## config.mk

```make
export PLATFORM = sky130hd
export DESIGN_NAME = adc_event_trigger
export DESIGN_NICKNAME = d
export VERILOG_FILES = /design/src/rtl/adcev_pkg.sv /design/src/rtl/adcev_timer.sv /design/src/rtl/adcev_conv_stub.sv /design/src/rtl/adcev_seq.sv /design/src/rtl/adc_event_trigger.sv
export SDC_FILE = /design/constraint.sdc
export NUM_CORES = 1
export LEC_CHECK = 0
export BUFFER_PORTS_ARGS = -buffer_cell sky130_fd_sc_hd__buf_2
export CAP_MARGIN = 20
export CORE_MARGIN = 5
export CORE_UTILIZATION = 61
export DETAILED_ROUTE_END_ITERATION = 6
export HOLD_SLACK_MARGIN = 0.1
export PLACE_DENSITY = 0.84
export RECOVER_POWER = 25
export SETUP_SLACK_MARGIN = 0.05
export SLEW_MARGIN = 10
export SYNTH_ARGS = -nofsm -noshare
export SYNTH_HDL_FRONTEND = slang
export SYNTH_HIERARCHICAL = 1
export SYNTH_SLANG_ARGS = --single-unit
```

## constraint.sdc

```tcl
create_clock -name clk -period 3.1 [get_ports clk]
set_input_delay 0.31 -clock clk [delete_from_list [all_inputs] [get_ports clk]]
set_output_delay 0.31 -clock clk [all_outputs]
set_load 0.01 [all_outputs]
```

## src/rtl/adcev_pkg.sv

```systemverilog
package adcev_pkg;

    typedef enum logic [1:0] {
        SEQ_IDLE = 2'd0,
        SEQ_ACQ  = 2'd1,
        SEQ_CONV = 2'd2
    } seq_state_e;

    localparam logic [3:0] MODE_SPECIAL = 4'b1011;

    localparam logic [3:0] ADR_CTRL   = 4'd0;
    localparam logic [3:0] ADR_CFG    = 4'd1;
    localparam logic [3:0] ADR_RES_HI = 4'd2;
    localparam logic [3:0] ADR_RES_LO = 4'd3;
    localparam logic [3:0] ADR_CMP_LO = 4'd4;
    localparam logic [3:0] ADR_CMP_HI = 4'd5;
    localparam logic [3:0] ADR_TMR_LO = 4'd6;
    localparam logic [3:0] ADR_TMR_HI = 4'd7;
    localparam logic [3:0] ADR_FLAG   = 4'd8;
    localparam logic [3:0] ADR_MODE   = 4'd9;

    // acquisition length in clock cycles for each 3-bit code
    function automatic logic [4:0] acq_cycles(input logic [2:0] code);
        logic [4:0] n;
        unique case (code)
            3'd0: n = 5'd0;
            3'd1: n = 5'd2;
            3'd2: n = 5'd4;
            3'd3: n = 5'd6;
            3'd4: n = 5'd8;
            3'd5: n = 5'd12;
            3'd6: n = 5'd16;
            default: n = 5'd20;
        endcase
        return n;
    endfunction

endpackage

```

## src/rtl/adcev_timer.sv

```systemverilog
module adcev_timer
    import adcev_pkg::*;
#(
    parameter int TMR_W = 16
) (
    input  logic             clk,
    input  logic             rst_n,
    input  logic [3:0]       mode,
    input  logic [TMR_W-1:0] cmp,
    output logic [TMR_W-1:0] tmr,
    output logic             evt
);

    logic hit;
    assign hit = (mode == MODE_SPECIAL) && (tmr == cmp);

    always_ff @(posedge clk) begin
        if (!rst_n) begin
            tmr <= '0;
            evt <= 1'b0;
        end else begin
            evt <= hit;
            tmr <= hit ? '0 : tmr + 1'b1;
        end
    end

    // the cycle carrying the event sees a freshly cleared timer
    assert_evt_clears_timer_R2: assert property (@(posedge clk) disable iff (!rst_n)
        evt |-> (tmr == '0));

    // no event follows a cycle in another compare mode
    assert_no_evt_other_mode_R3: assert property (@(posedge clk) disable iff (!rst_n)
        (mode != MODE_SPECIAL) |=> !evt);

endmodule

```

## src/rtl/adcev_conv_stub.sv

```systemverilog
module adcev_conv_stub #(
    parameter int RES_W = 10,
    parameter int LEN_W = 11
) (
    input  logic             clk,
    input  logic             rst_n,
    input  logic             start,
    input  logic [LEN_W-1:0] len,
    input  logic [RES_W-1:0] sample_in,
    output logic             done,
    output logic [RES_W-1:0] data
);

    logic             busy;
    logic [LEN_W-1:0] cnt;

    always_ff @(posedge clk) begin
        if (!rst_n) begin
            busy <= 1'b0;
            cnt  <= '0;
            done <= 1'b0;
            data <= '0;
        end else begin
            done <= 1'b0;
            if (start) begin
                busy <= 1'b1;
                cnt  <= len - 1'b1;
                data <= sample_in;
            end else if (busy) begin
                if (cnt == '0) begin
                    busy <= 1'b0;
                    done <= 1'b1;
                end else begin
                    cnt <= cnt - 1'b1;
                end
            end
        end
    end

    // a done pulse always marks the end of a busy interval
    assert_done_ends_busy_R8: assert property (@(posedge clk) disable iff (!rst_n)
        done |-> !busy);

endmodule

```

## src/rtl/adcev_seq.sv

```systemverilog
module adcev_seq
    import adcev_pkg::*;
#(
    parameter int RES_W = 10
) (
    input  logic             clk,
    input  logic             rst_n,
    input  logic             evt_start,
    input  logic             sw_start,
    input  logic [4:0]       acq_len,
    input  logic             fmt_right,
    input  logic             flag_clr,
    input  logic             conv_done,
    input  logic [RES_W-1:0] conv_data,
    output logic             go,
    output logic             flag,
    output logic [7:0]       res_hi,
    output logic [7:0]       res_lo,
    output logic             conv_start
);

    localparam int PAD_W = 16 - RES_W;

    seq_state_e state_q, state_d;
    logic [4:0] acq_cnt;
    logic       start_req;
    logic [15:0] word;

    assign start_req = evt_start || sw_start;
    assign word = fmt_right ? {{PAD_W{1'b0}}, conv_data} : {conv_data, {PAD_W{1'b0}}};

    always_comb begin
        state_d = state_q;
        unique case (state_q)
            SEQ_IDLE: if (start_req) state_d = (acq_len == '0) ? SEQ_CONV : SEQ_ACQ;
            SEQ_ACQ:  if (acq_cnt == '0) state_d = SEQ_CONV;
            SEQ_CONV: if (conv_done) state_d = SEQ_IDLE;
            default:  state_d = SEQ_IDLE;
        endcase
    end

    always_ff @(posedge clk) begin
        if (!rst_n) state_q <= SEQ_IDLE;
        else        state_q <= state_d;
    end

    always_ff @(posedge clk) begin
        if (!rst_n) begin
            go         <= 1'b0;
            flag       <= 1'b0;
            res_hi     <= '0;
            res_lo     <= '0;
            acq_cnt    <= '0;
            conv_start <= 1'b0;
        end else begin
            conv_start <= 1'b0;
            unique case (state_q)
                SEQ_IDLE: begin
                    if (start_req) begin
                        go      <= 1'b1;
                        acq_cnt <= acq_len - 1'b1;
                        if (acq_len == '0) conv_start <= 1'b1;
                    end
                end
                SEQ_ACQ: begin
                    acq_cnt <= acq_cnt - 1'b1;
                    if (acq_cnt == '0) conv_start <= 1'b1;
                end
                SEQ_CONV: begin
                    if (conv_done) begin
                        go     <= 1'b0;
                        res_hi <= word[15:8];
                        res_lo <= word[7:0];
                    end
                end
                default: go <= 1'b0;
            endcase
            if ((state_q == SEQ_CONV) && conv_done) flag <= 1'b1;
            else if (flag_clr)                      flag <= 1'b0;
        end
    end

    // the busy bit covers every active state
    assert_busy_while_active_R4: assert property (@(posedge clk) disable iff (!rst_n)
        (state_q != SEQ_IDLE) |-> go);

    // completion drops busy and raises the flag together
    assert_done_sets_flag_R8: assert property (@(posedge clk) disable iff (!rst_n)
        ((state_q == SEQ_CONV) && conv_done) |=> (flag && !go));

    // a start request during conversion does not leave the conversion state
    assert_no_restart_R10: assert property (@(posedge clk) disable iff (!rst_n)
        ((state_q == SEQ_CONV) && start_req && !conv_done) |=> (state_q == SEQ_CONV));

    // a clear request never beats a completion
    assert_set_beats_clear_R11: assert property (@(posedge clk) disable iff (!rst_n)
        ((state_q == SEQ_CONV) && conv_done && flag_clr) |=> flag);

endmodule

```

## src/rtl/adc_event_trigger.sv

```systemverilog
module adc_event_trigger
    import adcev_pkg::*;
#(
    parameter int TMR_W     = 16,
    parameter int RES_W     = 10,
    parameter int CONV_TADS = 11
) (
    input  logic             clk,
    input  logic             rst_n,
    input  logic             reg_wr,
    input  logic [3:0]       reg_addr,
    input  logic [7:0]       reg_wdata,
    output logic [7:0]       reg_rdata,
    input  logic [RES_W-1:0] ain_value,
    output logic [3:0]       ain_chan,
    output logic             irq
);

    localparam int LEN_W = $clog2(CONV_TADS * 128 + 1);

    logic             ctrl_en;
    logic [3:0]       ctrl_chan;
    logic             cfg_fmt;
    logic [2:0]       cfg_acq;
    logic [2:0]       cfg_cs;
    logic [TMR_W-1:0] cmp_q;
    logic [3:0]       mode_q;

    logic [TMR_W-1:0] tmr;
    logic             evt;
    logic             go, flag, conv_start, conv_done;
    logic [7:0]       res_hi, res_lo;
    logic [RES_W-1:0] conv_data;
    logic [LEN_W-1:0] conv_len;
    logic             sw_start, flag_clr;

    assign sw_start = reg_wr && (reg_addr == ADR_CTRL) && reg_wdata[0] && reg_wdata[1];
    assign flag_clr = reg_wr && (reg_addr == ADR_FLAG) && !reg_wdata[0];
    assign conv_len = LEN_W'(CONV_TADS) << cfg_cs;
    assign ain_chan = ctrl_chan;
    assign irq      = flag;

    always_ff @(posedge clk) begin
        if (!rst_n) begin
            ctrl_en   <= 1'b0;
            ctrl_chan <= '0;
            cfg_fmt   <= 1'b0;
            cfg_acq   <= '0;
            cfg_cs    <= '0;
            cmp_q     <= '0;
            mode_q    <= '0;
        end else if (reg_wr) begin
            unique case (reg_addr)
                ADR_CTRL: begin
                    ctrl_en   <= reg_wdata[0];
                    ctrl_chan <= reg_wdata[5:2];
                end
                ADR_CFG: begin
                    cfg_fmt <= reg_wdata[7];
                    cfg_acq <= reg_wdata[5:3];
                    cfg_cs  <= reg_wdata[2:0];
                end
                ADR_CMP_LO: cmp_q[7:0]       <= reg_wdata;
                ADR_CMP_HI: cmp_q[TMR_W-1:8] <= reg_wdata[TMR_W-9:0];
                ADR_MODE:   mode_q           <= reg_wdata[3:0];
                default: ;
            endcase
        end
    end

    always_comb begin
        unique case (reg_addr)
            ADR_CTRL:   reg_rdata = {2'b00, ctrl_chan, go, ctrl_en};
            ADR_CFG:    reg_rdata = {cfg_fmt, 1'b0, cfg_acq, cfg_cs};
            ADR_RES_HI: reg_rdata = res_hi;
            ADR_RES_LO: reg_rdata = res_lo;
            ADR_CMP_LO: reg_rdata = cmp_q[7:0];
            ADR_CMP_HI: reg_rdata = 8'(cmp_q[TMR_W-1:8]);
            ADR_TMR_LO: reg_rdata = tmr[7:0];
            ADR_TMR_HI: reg_rdata = 8'(tmr[TMR_W-1:8]);
            ADR_FLAG:   reg_rdata = {7'd0, flag};
            ADR_MODE:   reg_rdata = {4'd0, mode_q};
            default:    reg_rdata = 8'd0;
        endcase
    end

    adcev_timer #(.TMR_W(TMR_W)) u_timer (
        .clk  (clk),
        .rst_n(rst_n),
        .mode (mode_q),
        .cmp  (cmp_q),
        .tmr  (tmr),
        .evt  (evt)
    );

    adcev_seq #(.RES_W(RES_W)) u_seq (
        .clk       (clk),
        .rst_n     (rst_n),
        .evt_start (evt && ctrl_en),
        .sw_start  (sw_start),
        .acq_len   (acq_cycles(cfg_acq)),
        .fmt_right (cfg_fmt),
        .flag_clr  (flag_clr),
        .conv_done (conv_done),
        .conv_data (conv_data),
        .go        (go),
        .flag      (flag),
        .res_hi    (res_hi),
        .res_lo    (res_lo),
        .conv_start(conv_start)
    );

    adcev_conv_stub #(.RES_W(RES_W), .LEN_W(LEN_W)) u_stub (
        .clk      (clk),
        .rst_n    (rst_n),
        .start    (conv_start),
        .len      (conv_len),
        .sample_in(ain_value),
        .done     (conv_done),
        .data     (conv_data)
    );

    // an event with the converter disabled leaves it idle
    assert_disabled_evt_ignored_R5: assert property (@(posedge clk) disable iff (!rst_n)
        (evt && !ctrl_en && !go && !sw_start) |=> !go);

endmodule

```

==> qor.yml, run 1 <==
critical_path:
  crit_top_cell: "ha_1"
  crit_arrival_ns: 3.09
  cp_slowest_stage_delay_ns: 0.55
  crit_type: "reg2reg"
  cp_max_fo: 7
  slowest_stage: "or4_1"
  cp-start-kind: "flop"
  required_ns: 3.43
  worstRegToRegCells: 10
  end_kind: "flop"
  worstPathCellList: "inv_1 -> ha_1 -> nor2b_1 -> mux2i_1 -> ha_1 -> nor4b_2 -> o21ai_1 -> or4_1 -> nand3_1 -> o211a_1"
  crit_cells: 10
  path_buf_inv: 1
  crit_family: "simple AND/OR/NAND/NOR gates"
min_path:
  worstHoldPathCells: 3
  hold_path_class: "in2reg"
clocking:
  clk_pin_slew_ns: 0.10
  cts-htree-levels: 3
  clockBufferDepth: 2
  post-cts-setup-buffers: 0
  clk_latency_ns: 0.37
  cts_sinks: 98
  cts-root-buf: "clkbuf_8"
  cts_tree: "done"
  numCtsBuffers: 9
power_and_ir_drop:
  ir_drop_mv: 0.308
  cellLeakagePower_nw: 2.40
  power.density_nw_per_um2: 402
  p_total_mw: 2.42
sta:
  hold_slack_ns: 0.177
  period_share: 0.892
  finalSetupViolCount: 0
  fin_skew_ns: 0.00819
  maxSlewViolCount: 0
  slew_headroom: 0.352
  worst_pin_slew_ns: 0.964
  worst_slack_ns: 0.335
  period_needed_ns: 2.76
  rsz0062_at_grt: "no"
  tns_ns: 0
  finalHoldViolCount: 0
  fmax_ghz: 0.362
floorplanning:
  fp.coreArea_um2: 9150
  core.rowCount: 35
  fp.dieW_um: 106
  chipHeight_um: 106
  io_pins: 38
  dieArea_um2: 11300
  initial_core_util: 0.619
synthesis:
  synth_area_um2: 5660
  async_flop_share: 0
  synthFlopType: "dfxtp_1"
  synth_edf_count: 0
  yosysWarnings: 6
  yosysMostFrequentCell: "dfxtp_1"
  synthTopCellsByCount: "dfxtp_1, mux2i_1, nand2_1, nor2_1, nor2b_1"
  ys_ff_latch: 98
  ys_types: 78
  synth_top_area_frac: 0.346
  syn_inst: 642
  ys_seq_area_frac: 0.346
  synth.area.top_cells: "dfxtp_1, mux2i_1, xor2_1, nor2b_1, nand2_1"
  synth_area_leader_cell: "dfxtp_1"
  post_synth.cell_area_avg_um2: 8.82
global_routing:
  grt_max_degree: 34
  grt_usage: 0.250
  grt_overflow: 0
  antenna_found_initial: 0
  grt_pass1_wl_um: 23100
  grt_pass1_vias: 4831
layout:
  drive_gt1_frac: 0.117
  regArea_um2: 1960
  syn_to_final_growth_pct: 6.21
  multi_input_area_um2: 3430
  nets: 692
  stdcell_count: 776
  post-route-util: 0.657
  fillers: 713
  antenna_cells: 0
  postLayoutCellArea_um2: 6010
placement:
  dpl_cell_area_um2: 5790
  post-dp-hpwl_um: 9950
  place_inst: 760
  gp_congestion: 0.941
  io_buffers: 37
  post-place-ws_ns: 0.347
drt:
  routedWlPerCell_um: 17.9
  drtAntennaViolNets: 0
  totalWireLength_um: 13900
  drt_iter0_drc: 324
  drc: 0
  vias_per_cell: 6.30
  first_pass_iters: 5
  num_vias: 4886
run:
  cap_violations: 0
outcome:
  status: "finished clean"
## cell type report
class	count	area share
Clock buffer	11	0.0252
Clock inverter	5	0.0137
Inverter	8	0.00499
Multi-Input combinational cell	500	0.570
Sequential cell	98	0.326
Tap cell	111	0.0231
Timing Repair Buffer	43	0.0366
## worst reg2reg max path, delay by kind of cell, from the launching register on
kind / cells / cell delay, ns
buffers and inverters: 1 / 0.11
muxes: 1 / 0.22
AOI/OAI and AO/OA: 2 / 0.39
adders and majority gates: 2 / 0.46
and+or+nand+nor: 4 / 1.12
DFF: 1 / 0.44
## cells by family after synthesis
logic type,after synthesis,synth area share
adders and majority gates,7,0.0155
xor gates and xnor gates,39,0.0603
muxes,67,0.120
other,1,0.000662
DFF,98,0.346
AOI/OAI and AO/OA,110,0.141
buffers and inverters,46,0.0502
and+or+nand+nor,274,0.266
## flip-flops by register name (all words and copies together), names as in the netlist
signal,cells
ctrl_en,1
u_stub/busy,1
mode_q,4
u_stub/cnt,11
cfg_cs,3
u_stub/data,10
cmp_q,16
cfg_fmt,1
u_timer/tmr,16
cfg_acq,3
u_timer/evt,1
u_seq/res_lo,8
u_seq/flag,1
u_seq/res_hi,8
u_stub/done,1
u_seq/conv_start,1
u_seq/state_q,2
u_seq/go,1
u_seq/acq_cnt,5
ain_chan,4
## cells in the final DEF (no fill, tap or decap), drive strengths merged, types with 8 or more instances in the layout
| cell | synthesis | final |
|---|---|---|
| buf | 24 | 37 |
| o21ai | 22 | 22 |
| xor2 | 31 | 31 |
| inv | 8 | 10 |
| a21oi | 20 | 20 |
| nor4 | 15 | 15 |
| mux2i | 60 | 60 |
| dfxtp | 98 | 98 |
| nor3b | 12 | 12 |
| nor2 | 51 | 51 |
| clkbuf | 14 | 17 |
| nand3 | 32 | 32 |
| a21boi | 21 | 21 |
| nor2b | 41 | 41 |
| nor3 | 18 | 18 |
| nand2 | 55 | 55 |
| xnor2 | 8 | 8 |
## worst paths after layout
| kind | start | to | slack (ns) |
|---|---|---|---|
| worst max-delay path | cfg_cs[0] | u_stub/cnt[10] | 0.34 |
| worst min-delay path | ain_value[8] | u_stub/data[8] | 0.18 |
| worst max register to register | cfg_cs[0] | u_stub/cnt[10] | 0.34 |
| worst min register to register | u_seq/res_lo[5] | u_seq/res_lo[5] | 0.46 |
## metal layers
layer | global-route usage | part of all wire | vias to the layer above
met5 | 0 | 0 | -
met4 | 0.0916 | 0.032 | 0
met3 | 0.0480 | 0.052 | 43
met2 | 0.433 | 0.50 | 186
met1 | 0.309 | 0.41 | 2319
li1 | - | - | 2338
## timing repair
item                                    4_1_cts  5_1_grt
endpoints found under the setup margin        0        1
gates resized for setup                       0        2
hold buffers                                  0        0
## power by group
part / leakage (nW) / total, mW / internal [mW] / switching, mW
Combinational: 1.49 / 0.171 / 0.0662 / 0.105
Sequential: 0.790 / 1.29 / 1.27 / 0.0181
Clock: 0.120 / 0.959 / 0.503 / 0.456
Power figures use the tool's default switching activity.
==> inputs of run 2 (changes only) <==
--- a/config.mk
+++ b/config.mk
@@ -8,14 +8,13 @@
 export BUFFER_PORTS_ARGS = -buffer_cell sky130_fd_sc_hd__buf_2
 export CAP_MARGIN = 20
 export CORE_MARGIN = 5
-export CORE_UTILIZATION = 61
+export CORE_UTILIZATION = 60
 export DETAILED_ROUTE_END_ITERATION = 6
 export HOLD_SLACK_MARGIN = 0.1
-export PLACE_DENSITY = 0.84
+export PLACE_DENSITY = 0.83
 export RECOVER_POWER = 25
 export SETUP_SLACK_MARGIN = 0.05
 export SLEW_MARGIN = 10
 export SYNTH_ARGS = -nofsm -noshare
 export SYNTH_HDL_FRONTEND = slang
-export SYNTH_HIERARCHICAL = 1
 export SYNTH_SLANG_ARGS = --single-unit
==> qor.yml, run 2 <==
outcome:
  status: "finished with violations"  # was finished clean
  violations: "capacitance limit, slew limit"
power_and_ir_drop:
  p_sw_mw: 0.573  # was 0.579 mW
  power_frac_clock: 0.384  # was 0.397
  p_int_mw: 1.79  # was 1.84 mW
  p_sw_frac: 0.243  # was 0.239
  power.density_nw_per_um2: 422  # was 402 nW/um^2
  seq_power_share: 0.546  # was 0.532
  ir_drop_mv: 0.347  # was 0.308 mV
  cellLeakagePower_nw: 2.08  # was 2.40 nW
  combPwrFrac: 0.069  # was 0.071
sta:
  rsz0062_at_grt: "no"  # unchanged
  maxSlewViolCount: 57  # was 0
  period_needed_ns: 2.51  # was 2.76 ns
  fmax_ghz: 0.398  # was 0.362 GHz
  fin_skew_ns: 0.0121  # was 0.00819 ns
  worst_slack_ns: 0.585  # was 0.335 ns
  finalHoldViolCount: 0  # unchanged
  tns_ns: 0  # unchanged
  period_share: 0.811  # was 0.892
  worst_pin_slew_ns: 1.74  # was 0.964 ns
  finalSetupViolCount: 0  # unchanged
  slew_headroom: -0.164  # was 0.352
floorplanning:
  io_pins: 38  # unchanged
  fp.coreArea_um2: 8590  # was 9150 um^2
  chipHeight_um: 103  # was 106 um
  core.rowCount: 34  # was 35
  fp.dieW_um: 103  # was 106 um
  initial_core_util: 0.605  # was 0.619
  dieArea_um2: 10600  # was 11,300 um^2
clocking:
  hold_buffers: 0  # unchanged
  cts-htree-levels: 3  # unchanged
  ctsResizeCount: 0  # unchanged
  numCtsBuffers: 9  # unchanged
  clk_pin_slew_ns: 0.10  # about the same
  clk_latency_ns: 0.37  # about the same
  cts_tree: "done"  # unchanged
  cts-root-buf: "clkbuf_8"  # unchanged
  clockBufferDepth: 2  # unchanged
  cts_sinks: 98  # unchanged
  post-cts-setup-buffers: 0  # unchanged
synthesis:
  ys_seq_area_frac: 0.377  # was 0.346
  synth_nets: 660
  synthFlopType: "dfxtp_1"  # unchanged
  yosysMostFrequentCell: "dfxtp_1"  # unchanged
  synth_area_leader_cell: "dfxtp_1"  # unchanged
  synth_edf_count: 0  # unchanged
  synth_top_area_frac: 0.377  # was 0.346
  synth.area.top_cells: "dfxtp_1, mux2i_1, nand2_1, a21oi_1, nor2_1"  # was dfxtp_1, mux2i_1, xor2_1, nor2b_1, nand2_1
  yosysWarnings: 0  # was 6
  post_synth.cell_area_avg_um2: 8.30  # was 8.82 um^2
  ys_types: 62  # was 78
  async_flop_share: 0  # unchanged
  syn_inst: 627  # was 642
  synthTopCellsByCount: "dfxtp_1, nand2_1, nor2_1, a21oi_1, nand3_1"  # was dfxtp_1, mux2i_1, nand2_1, nor2_1, nor2b_1
  synth_area_um2: 5200  # was 5660 um^2
  ys_ff_latch: 98  # unchanged
layout:
  antenna_cells: 0  # unchanged
  syn_to_final_growth_pct: 7.50  # was 6.21%
  final_cell_mix: "dfxtp_1, nand2_1, nor2_1, a21oi_1, nand3_1"  # was dfxtp_1, mux2i_1, nand2_1, nor2_1, nor2b_1
  top_regs: "cmp_q: 16 flops, u_timer.tmr: 16 flops, u_stub.cnt: 11 flops"  # was cmp_q: 16 flops, u_timer/tmr: 16 flops, u_stub/cnt: 11 flops
  drive_gt1_frac: 0.107  # was 0.117
  stdcell_count: 753  # was 776
  final_common_cell: "dfxtp_1"  # unchanged
  fillers: 755  # was 713
  nets: 673  # was 692
drt:
  totalWireLength_um: 13200  # was 13,900 um
  drc: 0  # unchanged
  num_vias: 4628  # was 4,886
  drt_iter0_drc: 426  # was 324
  vias_per_cell: 6.15  # was 6.30
  first_pass_iters: 5  # unchanged
  drtAntennaViolNets: 0  # unchanged
  routedWlPerCell_um: 17.5  # was 17.9 um
critical_path:
  crit_family: "buffers and inverters"  # was simple AND/OR/NAND/NOR gates
  required_ns: 3.31  # was 3.43 ns
  crit_type: "in2reg"  # was reg2reg
  end_kind: "flop"  # unchanged
  worstRegToRegCells: 5  # was 10
  timing.rr.start: "u_seq.conv_start"  # was cfg_cs[0]
  crit_arrival_ns: 2.73  # was 3.09 ns
  cp_max_fo: 56  # was 7
  cp_slowest_stage_delay_ns: 1.26  # was 0.55 ns
  reg2reg_to: "u_stub.cnt[7]"  # was u_stub/cnt[10]
  worstPathCellList: "buf_2 -> inv_1 -> clkbuf_1 -> nor2_1"  # was inv_1 -> ha_1 -> nor2b_1 -> mux2i_1 -> ha_1 -> nor4b_2 -> o21ai_1 -> or4_1 -> nand3_1 -> o211a_1
  slowest_stage: "inv_1"  # was or4_1
  r2r_slack_ns: 0.65  # was 0.34 ns
  cp-start-kind: "input pin"  # was flop
  path_buf_inv: 3  # was 1
min_path:
  min_to: "u_stub.data[4]"  # was u_stub/data[8]
  min-delay-start: "ain_value[4]"  # was ain_value[8]
  worstHoldPathCells: 3  # unchanged
  hold_path_class: "in2reg"  # unchanged
placement:
  post-place-ws_ns: 0.806  # was 0.347 ns
  gp_congestion: 0.951  # was 0.941
  place_inst: 737  # was 760
  io_buffers: 37  # unchanged
  post-dp-hpwl_um: 9540  # was 9950 um
global_routing:
  grt_usage: 0.253  # was 0.250
  grt_overflow: 0  # unchanged
  grt_pass1_vias: 4354  # was 4,831
  grt_pass1_wl_um: 21000  # was 23,100 um
  antenna_found_initial: 0  # unchanged
  grt_max_degree: 57  # was 34
run:
  cap_violations: 1  # was 0
## run 2: cells by family after synthesis
family | synth area share
xor+xnor | 0.0589
fa+ha+maj | 0.0192
compound gates | 0.148
flops | 0.377
buf+inv | 0.0426
mux | 0.0996
simple gates | 0.255
## run 2: layout make-up
class | count | area, um^2 | area share
multi-input cells | 476 | 3020 | 0.540
flip-flops and latches | 98 | 1960 | 0.351
repair buffers | 43 | 213 | 0.0380
well taps | 108 | 135 | 0.0242
clock buffers | 10 | 128 | 0.0228
clock inverters | 6 | 91.3 | 0.0163
inverters | 12 | 45.0 | 0.00805
## run 2: through the flow
step / power, mW / utilization / area [um^2] / hold slack (ns)
floorplan: 1.43 / - / 5200 / 0.428
global placement: 1.48 / 0.627 / 5390 / 0.444
detailed placement: 1.48 / 0.627 / 5390 / 0.451
CTS: 2.37 / 0.653 / 5610 / 0.171
global route: 2.45 / 0.651 / 5590 / 0.177
finish: 2.36 / 0.651 / 5590 / 0.176
## run 2: power groups by stage
stage | Sequential (mW) | Clock (mW) | Combinational, mW
after floorplan | 1.31 | 0 | 0.118
after global placement | 1.32 | 0 | 0.158
after detailed placement | 1.32 | 0 | 0.161
after CTS | 1.29 | 0.923 | 0.161
after global routing | 1.29 | 0.979 | 0.176
final | 1.29 | 0.907 | 0.164
## run 2: per-layer routing
metal	vias up	part of all wire	global-route usage
met4	0	0.026	0.0946
met5	-	0	0
met3	25	0.080	0.0555
li1	2235	-	-
met2	190	0.46	0.404
met1	2178	0.44	0.335
## run 2: worst max-delay path by stage
stage / from / to / slack, ns / depth (start not counted)
2_1_floorplan: cfg_cs[1] / u_stub.cnt[10] / 1.24 / 7
3_3_place_gp: reg_addr[0] / reg_rdata[3] / 0.90 / 7
3_5_place_dp: u_seq.conv_start / u_stub.cnt[8] / 0.81 / 7
4_1_cts: u_seq.conv_start / u_stub.cnt[8] / 0.78 / 7
5_1_grt: rst_n / u_seq.res_lo[2] / 0.45 / 4
6_report: rst_n / u_stub.data[7] / 0.59 / 4
## run 2: tightest hold or removal path: cells and delay by family
kind                   cells  cell delay (ns)
buffers and inverters      1             0.08
muxes                      1             0.05
and+or+nand+nor            1             0.07
